==> src/rtl/arx_pkg.sv <==
package arx_pkg;
    typedef enum logic [1:0] {
        CH_EMPTY   = 2'd0,
        CH_FULL    = 2'd1,
        CH_LO_DONE = 2'd2,
        CH_HI_DONE = 2'd3
    } ch_state_e;
endpackage

==> src/rtl/arx_channel.sv <==
module arx_channel
    import arx_pkg::*;
#(
    parameter int WORD_W  = 32,
    parameter int DEC_LSB = 8
) (
    input  logic              clk,
    input  logic              rst_n,
    input  logic              dec_en,
    input  logic [1:0]        dec_bits,
    input  logic              eos,
    input  logic [WORD_W-1:0] word_in,
    input  logic              rd_en,
    input  logic              half_sel,
    output logic [WORD_W-1:0] word_q,
    output logic              ready_n
);
    ch_state_e state_q, state_d;
    logic      rd_en_q;
    logic      rd_rise;
    logic      accept;

    assign rd_rise = rd_en && !rd_en_q;
    assign accept  = eos && (!dec_en || (word_in[DEC_LSB+1:DEC_LSB] == dec_bits));

    always_ff @(posedge clk) begin
        if (!rst_n) begin
            state_q <= CH_EMPTY;
            rd_en_q <= 1'b0;
            word_q  <= '0;
        end else begin
            state_q <= state_d;
            rd_en_q <= rd_en;
            if (accept) word_q <= word_in;
        end
    end

    always_comb begin
        state_d = state_q;
        if (accept) begin
            state_d = CH_FULL;
        end else if (rd_rise) begin
            unique case (state_q)
                CH_EMPTY:   state_d = CH_EMPTY;
                CH_FULL:    state_d = half_sel ? CH_HI_DONE : CH_LO_DONE;
                CH_LO_DONE: state_d = half_sel ? CH_EMPTY : CH_LO_DONE;
                CH_HI_DONE: state_d = half_sel ? CH_HI_DONE : CH_EMPTY;
                default:    state_d = CH_EMPTY;
            endcase
        end
    end

    always_comb begin
        ready_n = (state_q == CH_EMPTY);
    end


    rejected_word_kept_chk: assert property (@(posedge clk) disable iff (!rst_n)
        (eos && dec_en && (word_in[DEC_LSB+1:DEC_LSB] != dec_bits)) |=> $stable(word_q));

    accepted_word_latched_chk: assert property (@(posedge clk) disable iff (!rst_n)
        (eos && !dec_en) |=> (!ready_n && word_q == $past(word_in)));

    flag_clears_on_read_chk: assert property (@(posedge clk) disable iff (!rst_n)
        $rose(ready_n) |-> $past(rd_en && !rd_en_q));

    single_half_keeps_flag_chk: assert property (@(posedge clk) disable iff (!rst_n)
        (state_q == CH_FULL && !eos) |=> !ready_n);
endmodule

==> src/rtl/arx_out_mux.sv <==
module arx_out_mux #(
    parameter int NCH    = 2,
    parameter int WORD_W = 32
) (
    input  logic [NCH*WORD_W-1:0] words,
    input  logic [NCH-1:0]        rd_en,
    input  logic                  half_sel,
    output logic [WORD_W/2-1:0]   dout
);
    localparam int HALF_W = WORD_W / 2;

    always_comb begin
        dout = '0;
        for (int i = NCH - 1; i >= 0; i--) begin
            if (rd_en[i]) begin
                dout = half_sel ? words[i*WORD_W+HALF_W +: HALF_W]
                                : words[i*WORD_W +: HALF_W];
            end
        end
    end
endmodule

==> src/rtl/arx_word_buffer.sv <==
module arx_word_buffer #(
    parameter int NCH     = 2,
    parameter int WORD_W  = 32,
    parameter int DEC_LSB = 8
) (
    input  logic                  clk,
    input  logic                  rst_n,
    input  logic                  dec_en,
    input  logic [1:0]            dec_bits,
    input  logic [NCH-1:0]        eos,
    input  logic [NCH*WORD_W-1:0] word_in,
    input  logic [NCH-1:0]        rd_en,
    input  logic                  half_sel,
    output logic [WORD_W/2-1:0]   dout,
    output logic [NCH-1:0]        ready_n
);
    localparam int HALF_W = WORD_W / 2;

    logic [NCH*WORD_W-1:0] held;

    for (genvar c = 0; c < NCH; c++) begin : g_ch
        arx_channel #(.WORD_W(WORD_W), .DEC_LSB(DEC_LSB)) ch_i (
            .clk      (clk),
            .rst_n    (rst_n),
            .dec_en   (dec_en),
            .dec_bits (dec_bits),
            .eos      (eos[c]),
            .word_in  (word_in[c*WORD_W +: WORD_W]),
            .rd_en    (rd_en[c]),
            .half_sel (half_sel),
            .word_q   (held[c*WORD_W +: WORD_W]),
            .ready_n  (ready_n[c])
        );
    end

    arx_out_mux #(.NCH(NCH), .WORD_W(WORD_W)) mux_i (
        .words    (held),
        .rd_en    (rd_en),
        .half_sel (half_sel),
        .dout     (dout)
    );


    idle_bus_zero_chk: assert property (@(posedge clk) disable iff (!rst_n)
        (rd_en == '0) |-> (dout == '0));

    ch0_priority_chk: assert property (@(posedge clk) disable iff (!rst_n)
        (rd_en[0] && !half_sel) |-> (dout == held[HALF_W-1:0]));
endmodule

==> config.mk <==
export PLATFORM = sky130hd
export DESIGN_NAME = arx_word_buffer
export DESIGN_NICKNAME = d
export VERILOG_FILES = /design/src/rtl/arx_pkg.sv /design/src/rtl/arx_channel.sv /design/src/rtl/arx_out_mux.sv /design/src/rtl/arx_word_buffer.sv
export SDC_FILE = /design/constraint.sdc
export NUM_CORES = 1
export LEC_CHECK = 0
export BUFFER_PORTS_ARGS = -buffer_cell sky130_fd_sc_hd__buf_2
export CORE_MARGIN = 2
export CORE_UTILIZATION = 51
export CTS_CLUSTER_SIZE = 10
export DETAILED_ROUTE_END_ITERATION = 12
export PLACE_DENSITY_LB_ADDON = 0.08
export SLEW_MARGIN = 20
export SYNTH_ARGS = -nofsm -noshare
export SYNTH_HDL_FRONTEND = slang
export SYNTH_HIERARCHICAL = 1
export SYNTH_SLANG_ARGS = --single-unit
==> constraint.sdc <==
create_clock -name clk -period 1.7 [get_ports clk]
set_input_delay 0.17 -clock clk [delete_from_list [all_inputs] [get_ports clk]]
set_output_delay 0.17 -clock clk [all_outputs]
set_load 0.1 [all_outputs]
==> flow_summary.ini <==
[run_status]
status = finished, final reports clean

[global_route]
met1_usage_pct = 31.45
met2_usage_pct = 34.15
grt_util_met3_pct = 3.688
overflow = 0
grt_pass1_wl_mm = 14.71
grt_max_degree = 62
grt_pass1_vias = 3007
track_usage_pct = 22.66
antenna_found_initial = 0
top_usage_layer = met2

[cts]
clock-sinks = 70
cts_root_buffer = clkbuf_8
cts_tree = done
cts.clk_slew.worst_paths_ns = 0.07
clock_path_buffers = 2
htree_levels = 3
clkLatencyLatePin_ns = 0.34
cts_setup_buffers = 0
cts_buffers = 9
postCtsResizedCells = 0
ctsHoldBuffers = 0

[placement]
place_ws_ns = 0.2273
io_buffers = 91
gp_congestion = 0.7888
dp_hpwl_mm = 6.401

[sta]
fmax_mhz = 681.6
worst_slack_ns = 0.2328
fin_skew_ns = 0.0005548
rsz0062_at_grt = no
worstMarginPinSlew_ns = 0.5912
slew_viol_final = 0
tns_ns = 0
finalCritPeriodShare_pct = 86.31
hold_slack_ns = 0.09637
setup_viol = 0
hold_viol = 0
slew-limit-headroom_pct = 60.54
timing.final.crit_period_ns = 1.467

[critical_path]
cp.arrival_ns = 1.30
path_cells = buf_2 > buf_12 > mux2i_1 > o22ai_2 > buf_12
critPathRequiredTime_ns = 1.53
r2r_start = g_ch[0].ch_i/rd_en_q
critPathSlowestCell = mux2i_1
startpoint = half_sel
worstSetupEndpointType = output port
critPathMaxFanout = 19
path_class = in2out
crit_path_max_incr_delay_ns = 0.35
startpoint_type = primary input
crit_top_cell = buf_12

[yosys]
synth_fp_nets = 471
yosysUniqueCellTypes = 27
synth_top_area_share_pct = 37.33
synth-compound-area-share_pct = 32.00
yosys_register_bits = 70
muxShareOfSynthArea_pct = 8.533
synth_area_leaders = dfxtp_1 37%, a21boi_0 12%, o21a_1 12%
synth_top_area_cell = dfxtp_1
postSynthCellCount = 397
synth_adder_area_share_pct = 0
synth_area_sq_um = 3754
yosysSeqAreaShare_pct = 37.33
yosys.area_share.simple_pct = 13.83
syn_area_per_cell_sq_um = 9.455
synth_top_family_by_area = compound AO/OA/AOI/OAI gates
synth_xor_area_share_pct = 0.9333
yosysWarnings = 6

[layout]
final_util_pct = 65.32
num_antenna_cells = 0
nets = 543
synthToLayoutAreaGrowth_pct = 24.87
drive_gt1_share_pct = 27.85

[detailed_routing]
drc = 0
wl_per_cell_microns = 15.92
routed_wl_mm = 9.123
vias = 3134
viasPerCell = 5.469
drtIter0Drc = 80
ant_nets = 0
first_pass_iters = 4

[pwr]
peakVddDrop_mv = 0.4465
finalPower_mw = 4.025
power_leakage_nw = 2.074
power_per_cell_area_nw_per_um2 = 858.9

[die]
die_area_sq_um = 8062
rows = 31
core_sq_um = 7176
fp.dieW_microns = 89.79
io_pins = 92
die_y_microns = 89.79
start_util_pct = 52.31

[worst_hold_path]
hold_class = in2reg
hp-start = rd_en[0]

[job]
drv_cap = 0
worst paths after layout:
kind	to	slack [ns]	depth (start not counted)
max	dout[13]	0.23	5
min	g_ch[0].ch_i/rd_en_q	0.1	2
max reg2reg	g_ch[0].ch_i/state_q[1]	0.63	4
min reg2reg	g_ch[1].ch_i/state_q[0]	0.53	2
Yosys cell counts, drive strengths merged:
| cell type | instances |
|---|---|
| buf | 12 |
| and3 | 62 |
| inv | 3 |
| nor2b | 2 |
| clkbuf | 27 |
| o21bai | 2 |
| a21boi | 60 |
| a32o | 4 |
| o21ai | 8 |
| a21bo | 2 |
| dfxtp | 70 |
| o22ai | 16 |
| nand2 | 12 |
| a31oi | 4 |
| xnor2 | 4 |
| mux2i | 32 |
| a21oi | 6 |
| nand2b | 5 |
| a22o | 2 |
| nor2 | 2 |
| o21a | 60 |
| and2 | 2 |
per-stage QoR:
step	area, sq um	cells
detailed placement	4506	557
finish	4687	573
global route	4687	573
CTS	4687	573
global placement	4506	557
floorplan	3809	397
metal layers:
| metal | vias to the layer above | wire length (microns) |
|---|---|---|
| met3 | 19 | 318 |
| met1 | 1449 | 4397 |
| met5 | - | 0 |
| met2 | 69 | 4125 |
| met4 | 0 | 281 |
| li1 | 1597 | - |
state kept, by name, summed over array words and instances (netlist names):
name,cells
g_ch.ch_i/rd_en_q,2
g_ch.ch_i/state_q,4
g_ch.ch_i/word_q,64
worst max-delay path, delay by kind of cell:
family          cells  cell delay (ns)
compound gates      1             0.15
buf+inv             3             0.63
mux                 1             0.35
kinds of logic (layout without fill, tap and decap cells):
group,Yosys count,after routing
compound gates,164,164
simple gates,85,85
flops,70,70
buf+inv,42,119
mux,32,32
xor+xnor,4,4
area by class of cell:
type                       instances  area [sq um]
clock buffer                      11         131.4
tap                               99         123.9
fill                             636          2489
clock inverter                     5         50.05
multi-input combinational        285          2131
timing repair buffer             100         838.3
inverter                           3         11.26
sequential                        70          1401
placed cells by master (no fill, tap or decap):
master,netlist,routed
clkinv_2,0,4
and3_2,2,2
xnor2_1,4,4
o21bai_1,2,2
buf_2,0,75
nor2_2,0,2
clkbuf_8,0,9
a21bo_4,2,2
nand2_1,12,12
clkbuf_1,21,2
and2_1,2,2
a21boi_0,60,60
buf_4,0,3
a32o_1,4,4
inv_1,3,3
dfxtp_1,70,70
nand2b_1,5,5
buf_12,2,22
o22ai_1,16,8
a21oi_1,6,6
a22o_1,2,2
o21a_1,60,60
o22ai_2,0,8
o21ai_0,8,8
bufinv_16,0,1
mux2i_1,32,32
and3_1,56,56
and3_4,4,4
nor2b_1,2,2
a31oi_1,4,4
where the power goes:
| group | internal (mW) | total [mW] | switching, mW |
|---|---|---|---|
| combinational | 0.412 | 0.970 | 0.558 |
| sequential | 1.74 | 1.79 | 0.0525 |
| clock | 0.669 | 1.26 | 0.594 |
(Power assumes the default switching activity.)
